### src/rtl/lu_pkg.sv
package lu_pkg;

  typedef enum logic [2:0] {
    PH_IDLE   = 3'd0,
    PH_WCLK   = 3'd1,
    PH_HOLD   = 3'd2,
    PH_TRAIN  = 3'd3,
    PH_CRED   = 3'd4,
    PH_ACTIVE = 3'd5,
    PH_FAIL   = 3'd7
  } phase_e;

  // microseconds at a given clock rate, as whole clock cycles
  function automatic int us_to_cyc(input int mhz, input int us);
    return mhz * us;
  endfunction

  // width of a counter that must reach the value n
  function automatic int cnt_w(input int n);
    return (n < 2) ? 1 : $clog2(n + 1);
  endfunction

endpackage

### src/rtl/lu_timer.sv
module lu_timer #(
  parameter int LIMIT = 16
) (
  input  logic clk,
  input  logic rst_n,
  input  logic run,
  output logic hit
);
  localparam int W = lu_pkg::cnt_w(LIMIT);

  logic [W-1:0] cnt;

  assign hit = run && (cnt == W'(LIMIT - 1));

  always_ff @(posedge clk or negedge rst_n) begin
    if (!rst_n)      cnt <= '0;
    else if (!run)   cnt <= '0;
    else if (!hit)   cnt <= cnt + 1'b1;
  end
endmodule

### src/rtl/lu_credit_tx.sv
module lu_credit_tx #(
  parameter int N = 32
) (
  input  logic clk,
  input  logic rst_n,
  input  logic en,
  output logic vld,
  output logic done
);
  localparam int W = lu_pkg::cnt_w(N);

  logic [W-1:0] sent;

  assign done = (sent == W'(N));
  assign vld  = en && !done;

  always_ff @(posedge clk or negedge rst_n) begin
    if (!rst_n)     sent <= '0;
    else if (!en)   sent <= '0;
    else if (vld)   sent <= sent + 1'b1;
  end
endmodule

### src/rtl/lu_credit_rx.sv
module lu_credit_rx #(
  parameter int N = 32
) (
  input  logic clk,
  input  logic rst_n,
  input  logic en,
  input  logic strobe,
  output logic done
);
  localparam int W = lu_pkg::cnt_w(N);

  logic [W-1:0] got;

  assign done = (got == W'(N));

  always_ff @(posedge clk or negedge rst_n) begin
    if (!rst_n)                 got <= '0;
    else if (!en)               got <= '0;
    else if (strobe && !done)   got <= got + 1'b1;
  end
endmodule

### src/rtl/d2d_linkup_ctrl.sv
module d2d_linkup_ctrl #(
  parameter int CLK_MHZ  = 100,
  parameter int WDOG_US  = 100,
  parameter int CREDITS  = 32,
  parameter int HOLD_CYC = 16
) (
  input  logic       clk,
  input  logic       rst_n,
  input  logic       clk_stable_i,
  input  logic       train_done_i,
  input  logic       rx_crd_vld_i,
  output logic       peer_rst_n_o,
  output logic       tx_crd_vld_o,
  output logic       link_up_o,
  output logic [2:0] phase_o,
  output logic       err_o
);
  import lu_pkg::*;

  localparam int WDOG_CYC = us_to_cyc(CLK_MHZ, WDOG_US);

  phase_e state, state_nxt;
  logic   err_q;

  // named internal events
  logic hold_hit;
  logic wdog_hit;
  logic cred_tx_done;
  logic cred_rx_done;
  logic xchg_done;
  logic in_cred;

  assign in_cred   = (state == PH_CRED);
  assign xchg_done = cred_tx_done && cred_rx_done;

  lu_timer #(.LIMIT(HOLD_CYC)) hold_tmr_i (
    .clk(clk), .rst_n(rst_n), .run(state == PH_HOLD), .hit(hold_hit)
  );

  lu_timer #(.LIMIT(WDOG_CYC)) wdog_tmr_i (
    .clk(clk), .rst_n(rst_n), .run(in_cred), .hit(wdog_hit)
  );

  lu_credit_tx #(.N(CREDITS)) tx_i (
    .clk(clk), .rst_n(rst_n), .en(in_cred), .vld(tx_crd_vld_o), .done(cred_tx_done)
  );

  lu_credit_rx #(.N(CREDITS)) rx_i (
    .clk(clk), .rst_n(rst_n), .en(in_cred), .strobe(rx_crd_vld_i), .done(cred_rx_done)
  );

  always_comb begin
    state_nxt = state;
    unique case (state)
      PH_IDLE:   state_nxt = PH_WCLK;
      PH_WCLK:   if (clk_stable_i) state_nxt = PH_HOLD;
      PH_HOLD: begin
        if (!clk_stable_i)  state_nxt = PH_WCLK;
        else if (hold_hit)  state_nxt = PH_TRAIN;
      end
      PH_TRAIN:  if (train_done_i) state_nxt = PH_CRED;
      PH_CRED: begin
        if (!train_done_i)  state_nxt = PH_FAIL;
        else if (xchg_done) state_nxt = PH_ACTIVE;
        else if (wdog_hit)  state_nxt = PH_FAIL;
      end
      PH_ACTIVE: if (!train_done_i) state_nxt = PH_FAIL;
      PH_FAIL:   state_nxt = PH_HOLD;
      default:   state_nxt = PH_FAIL;
    endcase
  end

  always_ff @(posedge clk or negedge rst_n) begin
    if (!rst_n) begin
      state <= PH_IDLE;
      err_q <= 1'b0;
    end else begin
      state <= state_nxt;
      err_q <= err_q | (state_nxt == PH_FAIL);
    end
  end

  assign peer_rst_n_o = (state == PH_TRAIN) || (state == PH_CRED) || (state == PH_ACTIVE);
  assign link_up_o    = (state == PH_ACTIVE);
  assign phase_o      = state;
  assign err_o        = err_q;

endmodule

### config.mk
export PLATFORM = sky130hd
export DESIGN_NAME = d2d_linkup_ctrl
export DESIGN_NICKNAME = d
export VERILOG_FILES = /design/src/rtl/lu_pkg.sv /design/src/rtl/lu_timer.sv /design/src/rtl/lu_credit_tx.sv /design/src/rtl/lu_credit_rx.sv /design/src/rtl/d2d_linkup_ctrl.sv
export SDC_FILE = /design/constraint.sdc
export NUM_CORES = 1
export LEC_CHECK = 0
export ABC_AREA = 0
export BUFFER_PORTS_ARGS = -buffer_cell sky130_fd_sc_hd__buf_2
export CORE_MARGIN = 2
export CORE_UTILIZATION = 55
export CTS_CLUSTER_SIZE = 25
export DETAILED_ROUTE_END_ITERATION = 16
export HOLD_SLACK_MARGIN = 0.12
export PLACE_DENSITY = 0.72
export SLEW_MARGIN = 10
export SYNTH_ARGS = -nofsm -noshare
export SYNTH_HDL_FRONTEND = slang
export SYNTH_SLANG_ARGS = --single-unit
### constraint.sdc
create_clock -name clk -period 3.7 [get_ports clk]
set_input_delay 0.185 -clock clk [delete_from_list [all_inputs] [get_ports clk]]
set_output_delay 0.185 -clock clk [all_outputs]
set_load 0.01 [all_outputs]
==> results of run 1 <==
report_power, final:
part	internal [mW]	switching, mW
combinational	0.0886	0.117
clock	0.0880	0.121
sequential	0.412	0.0591
cells in the mapped netlist (6+ instances only):
cell type / n / share of area
a21oi_1: 6 / 0.016
clkbuf_1: 8 / 0.016
dfrtp_1: 35 / 0.47
ha_1: 7 / 0.047
inv_1: 6 / 0.012
nand2_1: 13 / 0.026
nand3_1: 7 / 0.019
nor2_1: 29 / 0.059
nor2b_1: 6 / 0.020
o21ai_0: 9 / 0.024
xnor2_1: 8 / 0.038
xor2_1: 12 / 0.057
per-layer routing:
metal,GRT usage,vias up,wire length (um)
li1,-,679,-
met5,0,-,0
met1,0.279,663,1520
met3,0.0559,5,127
met2,0.317,22,1590
met4,0.0821,0,48
final timing paths:
path	endpoint	slack (ps)
setup / recovery	tx_crd_vld_o	1550
hold / removal	phase_o[2]$_DFF_PN0_	160
setup reg to reg	wdog_tmr_i.cnt[0]$_DFFE_PN0P_	1660
hold reg to reg	wdog_tmr_i.cnt[2]$_DFFE_PN0P_	540
max in group asynchronous	tx_i.sent[2]$_DFFE_PN0P_	2760
min in group asynchronous	rx_i.got[5]$_DFFE_PN0P_	460
through the flow:
stage	area, um2	power, mW	util
after floorplan	1850	0.621	-
after global placement	1920	0.669	0.585
after detailed placement	1920	0.684	0.585
after CTS	1990	0.898	0.605
after global routing	1990	0.952	0.605
final	1990	0.885	0.605
sequential cells by signal, indices dropped and copies added, names as in the netlist:
name / flops
err_o: 1
hold_tmr_i.cnt: 5
phase_o: 3
rx_i.got: 6
tx_i.sent: 6
wdog_tmr_i.cnt: 14
cell type report:
cell class / instances / area, um2
Clock inverter: 1 / 5.00
Tap cell: 46 / 57.6
Clock buffer: 6 / 51.3
Multi-Input combinational cell: 142 / 910
Sequential cell: 35 / 876
Timing Repair Buffer: 12 / 65.1
Inverter: 6 / 22.5
Fill cell: 279 / 1300
tightest hold or removal path: cells and delay by family:
| kind | cells | cell delay, ps |
|---|---|---|
| buffers and inverters | 1 | 130 |
| and+or+nand+nor | 1 | 70 |
| AOI/OAI and AO/OA | 1 | 60 |
cells by family after synthesis:
kind of cell | after synthesis | share of synthesized area
buffers and inverters | 16 | 0.0371
DFF | 35 | 0.472
and+or+nand+nor | 84 | 0.238
xor gates and xnor gates | 20 | 0.0945
AOI/OAI and AO/OA | 27 | 0.0891
adders and majority gates | 7 | 0.0472
muxes | 4 | 0.0216
what timing repair did:
action | in CTS | in global routing
endpoints found under the hold margin | 35 | 0
hold buffers | 1 | 0
gates resized for setup | 0 | 0
endpoints found under the setup margin | 0 | 0
==> key figures, run 1 <==
Worst setup path
  • Critical-path cell list: or3b_2, nor2_1, buf_2
  • Kind of critical path: flip-flop to output pin
  • Data required, critical path: 3510 ps
  • CP Max Fanout: 29
  • Worst Setup Start Kind: flip-flop
  • Worst path max stage delay: 770 ps
  • WP depth: 3
  • Slowest cell on the critical path: or3b_2
  • Reg2reg start: wdog_tmr_i.cnt[7]$_DFFE_PN0P_
  • Arrival time of the worst setup path: 1970 ps
  • CP bufs+invs: 1
  • Critical path launch point: phase_o[2]$_DFF_PN0_
  • CP endpoint kind: output pin
  • Cells on worst reg2reg path: 4
  • CP top delay family: simple AND/OR/NAND/NOR gates

Min path
  • Worst Hold Class: primary input to flip-flop
  • Hold Crit Depth: 3
  • Hold path startpoint: train_done_i

Synthesis
  • Post-synth EDFFs: 0
  • Syn_nets: 205
  • Syn. warnings: 0
  • FFs w/ async S/R, synth: 1.00
  • Flops & latches, synth: 35
  • Mapped cell area: 1850 um2
  • Primary FF master, synth: dfrtp_1
  • Avg Cell Area, Syn: 9.61 um2
  • Synth unique cells: 42
  • Sequential area share after synthesis: 0.472
  • Post-Synthesis Cells: 193

Timing
  • RSZ-0062 raised after global routing: false
  • Fin. Hold Viols: 0
  • Hold WS: 159 ps
  • Final worst setup slack: about 1500 ps
  • Slew headroom: 0.485
  • Accumulated negative setup slack: 0 ps
  • Minimum clock period: ~2200 ps
  • Fmax: 465 MHz
  • Worst-Margin Slew: approximately 770 ps
  • Final setup skew: 4.59 ps
  • Final Cycle Share: 0.582
  • # setup viols final: 0
  • Max-slew violations: 0

Floorplanning
  • IO Count: 12
  • Die height: 62.1 um
  • Die footprint: 3850 um2
  • Starting Density: 0.565
  • Core area: 3280 um2
  • Site Rows: 21
  • Die extent in x: 62.1 um

Layout
  • Diode count: 0
  • Layout cell share with drive strength beyond 1: 0.109
  • Area grow syn2layout: 7.15%
  • Most common cell after layout, fill and taps aside: dfrtp_1
  • Fin cells: 248
  • Most frequent cells in the layout: 35 x dfrtp_1, 29 x nor2_1, 13 x nand2_1
  • NumNets Final: 214

Placed design
  • RePlAce Congestion: 0.758
  • Dpl cells: 240
  • HPWL Detailed: between 2 and 2.5 mm
  • DP Worst Slack: 1680 ps
  • Buffers on Ports: 11

Routing
  • Via count: approximately 1400
  • DR vias/cell: 5.52
  • Wire per inst: 13.3 um
  • DR iter-0 viols: 43
  • Drt first pass iters: 4
  • Final Routed Wirelength: about 3.3 mm
  • Post-route ant nets: 0
  • DRC viols: 0

Global routing
  • GRT Overall Usage: 0.207
  • Total gr overflow: 0
  • First-pass GRT wire length: 5.75 mm
  • Largest net degree at the start of global routing: 36
  • Initial antenna violation count: 0
  • Vias in the first global route: 1309

Run status
  • Outcome: complete, no violations

Run
  • Max-Cap Viols: 0

CTS
  • H-tree depth: 2
  • Clock Tree Root: clkbuf_4
  • Clock Latency Late Sink: 330 ps
  • CTS tree: done
  • Clk buf depth: 2
  • Cts bufs inserted: 5
  • Clock sink total: 35
  • Post-CTS setup buffers: 0
  • Clk pin slew, worst setup/hold paths: 100 ps

Power and ir drop
  • Cell leakage power: 0.845 nW
  • Peak supply drop: 371 uV
  • Power Dens Cells: 445 nW/um2
No activity file was read; power rests on OpenSTA's default activity.
==> run 2: changes to the inputs <==
==> constraint.sdc (replaced) <==
create_clock -name clk -period 2.2 [get_ports clk]
set_input_delay 0.11 -clock clk [delete_from_list [all_inputs] [get_ports clk]]
set_output_delay 0.11 -clock clk [all_outputs]
set_load 0.01 [all_outputs]
==> run 2 against run 1 <==
Compared with the run above:
- global-route usage rose by 0.53 points
- largest power group unchanged
- first-iteration DRC count rose by 110%
- combinational power rose by 72%
- final cell count rose by 1.2%
- clock power rose by 72%
- worst hold slack got worse by 7.6 ps
- design area rose by 1.3%
- sequential share of layout area fell by 0.55 points
==> key figures, run 2 (synthesis gave the netlist of run 1 again) <==
Run status
  • Outcome: complete, no violations

Timing
  • Slew headroom: 0.477
  • RSZ-0062 raised after global routing: false
  • Fmax: 496 MHz
  • Final setup skew: around 11 ps
  • Accumulated negative setup slack: 0 ps
  • Final Cycle Share: 0.917
  • Minimum clock period: 2020 ps
  • Fin. Hold Viols: 0
  • Worst-Margin Slew: slightly below 800 ps
  • # setup viols final: 0
  • Max-slew violations: 0

Routing
  • Via count: 1388
  • Post-route ant nets: 0
  • DRC viols: 0
  • DR iter-0 viols: 90
  • Drt first pass iters: 4
  • DR vias/cell: 5.53
  • Wire per inst: ~14 um
  • Final Routed Wirelength: 3.46 mm

Global routing
  • First-pass GRT wire length: 5.90 mm
  • GRT Overall Usage: 0.212
  • Largest net degree at the start of global routing: 36
  • Total gr overflow: 0
  • Vias in the first global route: 1322
  • Initial antenna violation count: 0

CTS
  • Clock Latency Late Sink: 340 ps
  • Clock sink total: 35
  • Cts repair resizes: 0
  • Cts bufs inserted: 5
  • Clk pin slew, worst setup/hold paths: approximately 100 ps
  • H-tree depth: 2
  • Clk buf depth: 2
  • CTS tree: done
  • Clock Tree Root: clkbuf_4

Worst setup path
  • Flop-to-flop setup slack: 180 ps
  • Data required, critical path: approximately 2400 ps
  • Worst path max stage delay: 660 ps
  • R2R Path End: wdog_tmr_i.cnt[0]$_DFFE_PN0P_
  • Critical-path cell list: or4b_1, or4_1, xnor2_1, nor2_1
  • CP Max Fanout: 6
  • CP bufs+invs: 0
  • Critical path launch point: wdog_tmr_i.cnt[6]$_DFFE_PN0P_
  • CP Capture Point: wdog_tmr_i.cnt[0]$_DFFE_PN0P_
  • WP depth: 4
  • CP top delay family: simple AND/OR/NAND/NOR gates
  • Reg2reg start: wdog_tmr_i.cnt[6]$_DFFE_PN0P_
  • Kind of critical path: flip-flop to flip-flop
  • CP endpoint kind: flip-flop
  • Slowest cell on the critical path: or4_1
  • Cells on worst reg2reg path: 4
  • Arrival time of the worst setup path: 2230 ps
  • Worst Setup Start Kind: flip-flop

Layout
  • Largest register FFs: 14
  • Most flops, register: wdog_tmr_i.cnt
  • NumNets Final: 217
  • Most common cell after layout, fill and taps aside: dfrtp_1
  • Final Util: 0.613
  • Diode count: 0
  • Most frequent cells in the layout: 35 x dfrtp_1, 29 x nor2_1, 13 x nand2_1
  • Layout cell share with drive strength beyond 1: 0.117
  • Area grow syn2layout: 8.50%
  • Top Registers: wdog_tmr_i.cnt (14), rx_i.got (6), tx_i.sent (6)

Placed design
  • RePlAce Congestion: 0.788
  • Buffers on Ports: 11
  • HPWL Detailed: about 2.5 mm

Floorplanning
  • Core area: 3280 um2
  • Die footprint: around 3900 um2
  • IO Count: 12
  • Starting Density: 0.565
  • Die extent in x: 62.1 um
  • Die height: slightly above 60 um
  • Site Rows: 21

Power and ir drop
  • Sw Ratio: 0.337
  • Clk pwr share: 0.239
  • Combinational power share: 0.234
  • Peak supply drop: 509 uV
  • Switching power: between 0.5 and 0.6 mW
  • Int Power: roughly 1 mW
  • Cell leakage power: approximately 0.86 nW
  • Sequential power share: 0.526
  • Power Dens Cells: 746 nW/um2

Min path
  • Worst Hold Class: primary input to flip-flop

Run
  • Max-Cap Viols: 0
[run 2: changes by cell type in the layout (fill, tap and decap cells not counted), sizes merged]
| cell | delta |
|---|---|
| dlygate4sd3 | +1 |
| buf | +2 |
[run 2: routing by layer]
metal	vias to the layer above	share of wire	GRT usage	wire (um)
met5	-	0	0	0
met4	0	0.015	0.0912	53
met3	4	0.040	0.0580	139
met2	25	0.49	0.326	1700
met1	674	0.45	0.282	1570
li1	685	-	-	-
[run 2: timing repair]
item / in CTS / in global routing
hold buffers: 2 / 0
endpoints found under the hold margin: 37 / 0
buffers inserted: 0 / 0
[run 2: how the worst min path moves through the flow]
| stage | from | to | slack (ps) | depth (start not counted) |
|---|---|---|---|---|
| floorplan | rst_n | err_o$_DFF_PN0_ | -190 | 0 |
| global placement | rst_n | rx_i.got[0]$_DFFE_PN0P_ | 220 | 1 |
| detailed placement | rst_n | rx_i.got[0]$_DFFE_PN0P_ | 240 | 1 |
| CTS | clk_stable_i | phase_o[0]$_DFF_PN0_ | 130 | 4 |
| global route | clk_stable_i | phase_o[0]$_DFF_PN0_ | 190 | 4 |
| finish | clk_stable_i | phase_o[0]$_DFF_PN0_ | 150 | 4 |
[run 2: power groups by stage]
stage / registers, mW / logic (mW) / clock network (mW)
floorplan: 0.754 / 0.289 / 0
global placement: 0.796 / 0.336 / 0
detailed placement: 0.801 / 0.354 / 0
CTS: 0.789 / 0.359 / 0.370
global route: 0.806 / 0.403 / 0.404
finish: 0.790 / 0.352 / 0.359
[run 2: worst reg2reg max path, cell delays in order, from the launching register on]
cell     delay [ps]
dfrtp_1         440
or4b_1          530
or4_1           660
xnor2_1         210
nor2_1           60
[run 2: stage by stage]
stage	instances	power, mW	worst slack, ps	cell area (um2)	hold WS (ps)
3_5_place_dp	242	1.16	185	1940	236
6_report	251	1.50	182	2010	151
4_1_cts	251	1.52	165	2010	131
3_3_place_gp	242	1.13	263	1940	223
5_1_grt	251	1.61	78.7	2010	193
2_1_floorplan	193	1.04	338	1850	-186
[run 2: final cells by class]
cell class | count | area (um2)
tap | 46 | 57.6
multi-input combinational | 142 | 910
clock inverter | 1 | 5.00
clock buffer | 6 | 51.3
timing repair buffer | 15 | 90.1
fill | 282 | 1270
sequential | 35 | 876
inverter | 6 | 22.5
==> run 3: changes to the inputs <==
--- a/config.mk
+++ b/config.mk
@@ -7,7 +7,6 @@
 export LEC_CHECK = 0
 export ABC_AREA = 0
 export BUFFER_PORTS_ARGS = -buffer_cell sky130_fd_sc_hd__buf_2
-export CORE_MARGIN = 2
 export CORE_UTILIZATION = 55
 export CTS_CLUSTER_SIZE = 25
 export DETAILED_ROUTE_END_ITERATION = 16
==> run 3 against run 2 <==
Compared with the run above:
- clock skew decreased by 4.6 ps
- sequential share of layout area decreased by 0.38 points
- via count increased by 1.4%
- sequential cell count unchanged
- first-iteration DRC count decreased by 6.7%
- combinational power increased by 8.0%
- core utilization increased by 3.6 points
- largest cell class unchanged
==> key figures, run 3 (synthesis gave the netlist of run 1 again) <==
Floorplanning
  • Core area: 3130 um2
  • Die height: 60.1 um
  • Die extent in x: roughly 60 um
  • Die footprint: around 3600 um2
  • Site Rows: 20
  • IO Count: 12
  • Starting Density: 0.593

Layout
  • Diode count: 0
  • Largest register FFs: 14
  • Top Registers: wdog_tmr_i.cnt (14), rx_i.got (6), tx_i.sent (6)
  • Layout cell share with drive strength beyond 1: 0.121
  • Final Util: 0.649
  • Fin cells: 251
  • Most flops, register: wdog_tmr_i.cnt
  • Most common cell after layout, fill and taps aside: dfrtp_1
  • Most frequent cells in the layout: 35 x dfrtp_1, 29 x nor2_1, 13 x nand2_1
  • Area grow syn2layout: 9.45%
  • NumNets Final: ~220

Run status
  • Outcome: complete, no violations

Power and ir drop
  • Combinational power share: 0.245
  • Sequential power share: 0.499
  • Int Power: 1.04 mW
  • Switching power: 0.507 mW
  • Sw Ratio: 0.327
  • Power Dens Cells: 765 nW/um2
  • Cell leakage power: about 0.87 nW
  • Clk pwr share: 0.256
  • Pwr Total: 1.55 mW
  • Peak supply drop: 391 uV

Routing
  • Final Routed Wirelength: about 3.4 mm
  • DR vias/cell: 5.61
  • DRC viols: 0
  • Post-route ant nets: 0
  • Drt first pass iters: 4
  • Via count: 1408
  • Wire per inst: 13.5 um
  • DR iter-0 viols: 84

Global routing
  • First-pass GRT wire length: 5.90 mm
  • Initial antenna violation count: 0
  • Total gr overflow: 0
  • Largest net degree at the start of global routing: 36
  • GRT Overall Usage: 0.229
  • Vias in the first global route: between 1000 and 1500

Worst setup path
  • Critical-path cell list: or4b_1, or4_1, xnor2_1, nor2_1
  • CP Max Fanout: 5
  • Worst Setup Start Kind: flip-flop
  • Slowest cell on the critical path: or4_1
  • Arrival time of the worst setup path: 2220 ps
  • Worst path max stage delay: 650 ps
  • Kind of critical path: flip-flop to flip-flop
  • CP endpoint kind: flip-flop
  • CP top delay family: simple AND/OR/NAND/NOR gates
  • Data required, critical path: roughly 2400 ps
  • CP bufs+invs: 0

Timing
  • Minimum clock period: 2010 ps
  • Max-slew violations: 0
  • Accumulated negative setup slack: 0 ps
  • Fmax: 499 MHz
  • # setup viols final: 0
  • Final Cycle Share: 0.912
  • Fin. Hold Viols: 0
  • Final setup skew: approximately 6.6 ps
  • Worst-Margin Slew: 739 ps
  • RSZ-0062 raised after global routing: false
  • Slew headroom: 0.507

CTS
  • Cts bufs inserted: 5
  • Clock Latency Late Sink: approximately 330 ps
  • Clock sink total: 35
  • CTS tree: done
  • Clk pin slew, worst setup/hold paths: 100 ps
  • Cts repair resizes: 0
  • Clk buf depth: 2
  • Clock Tree Root: clkbuf_4
  • H-tree depth: 2

Placed design
  • Buffers on Ports: 11
  • Dpl cells: 241
  • RePlAce Congestion: 0.780
  • HPWL Detailed: 2.43 mm

Run
  • Max-Cap Viols: 0

Min path
  • Worst Hold Class: primary input to flip-flop
==> run 3: cell types whose count changed in the layout (fill, tap and decap cells not counted), sizes merged <==
cell    previous run  this run
clkbuf             6         8
buf               13        14
clkinv             1         0
==> run 3: worst min-delay path: stages <==
cell      delay, ps
buf_2           110
nand3b_1         70
a31oi_1          80
o21ai_0          70
==> run 3: cell type report <==
cell class | instances | area, um2
Fill cell | 273 | 1100
Multi-Input combinational cell | 142 | 910
Sequential cell | 35 | 876
Timing Repair Buffer | 16 | 97.6
Clock buffer | 8 | 68.8
Tap cell | 44 | 55.1
Inverter | 6 | 22.5
==> run 3: power groups by stage <==
stage	clock (mW)	combinational [mW]	sequential (mW)
after detailed placement	0	0.383	0.784
after global placement	0	0.364	0.777
after global routing	0.436	0.436	0.788
after CTS	0.411	0.385	0.773
after floorplan	0	0.289	0.754
final	0.397	0.380	0.774
==> run 3: worst paths after layout <==
check                                                   start                            end  slack [ps]  cells after the start
worst max-delay path            wdog_tmr_i.cnt[7]$_DFFE_PN0P_  wdog_tmr_i.cnt[0]$_DFFE_PN0P_         190                      4
min in group asynchronous                               rst_n        rx_i.got[0]$_DFFE_PN0P_         360                      2
worst min register to register  hold_tmr_i.cnt[4]$_DFFE_PN0P_  hold_tmr_i.cnt[4]$_DFFE_PN0P_         530                      2
max in group asynchronous                               rst_n  hold_tmr_i.cnt[1]$_DFFE_PN0P_        1370                      2
worst max register to register  wdog_tmr_i.cnt[7]$_DFFE_PN0P_  wdog_tmr_i.cnt[0]$_DFFE_PN0P_         190                      4
worst min-delay path                             clk_stable_i           phase_o[0]$_DFF_PN0_         150                      4
==> run 3: what timing repair did <==
item / CTS / global route
hold buffers: 2 / 0
buffers inserted: 0 / 0
hold endpoints to repair: 37 / 0
==> run 3: through the flow <==
step | setup slack, ps | instance area (um2) | hold WS [ps]
final | 194 | 2030 | 149
after global routing | 88.0 | 2030 | 162
after floorplan | 338 | 1850 | -186
after detailed placement | 224 | 1940 | 223
after CTS | 195 | 2030 | 127
after global placement | 277 | 1940 | 214
==> run 3: per-layer routing <==
layer / track usage / up-vias / wire length [um]
li1: - / 683 / -
met3: 0.0584 / 2 / 109
met2: 0.378 / 25 / 1660
met5: 0 / - / 0
met1: 0.284 / 698 / 1600
met4: 0.0963 / 0 / 27
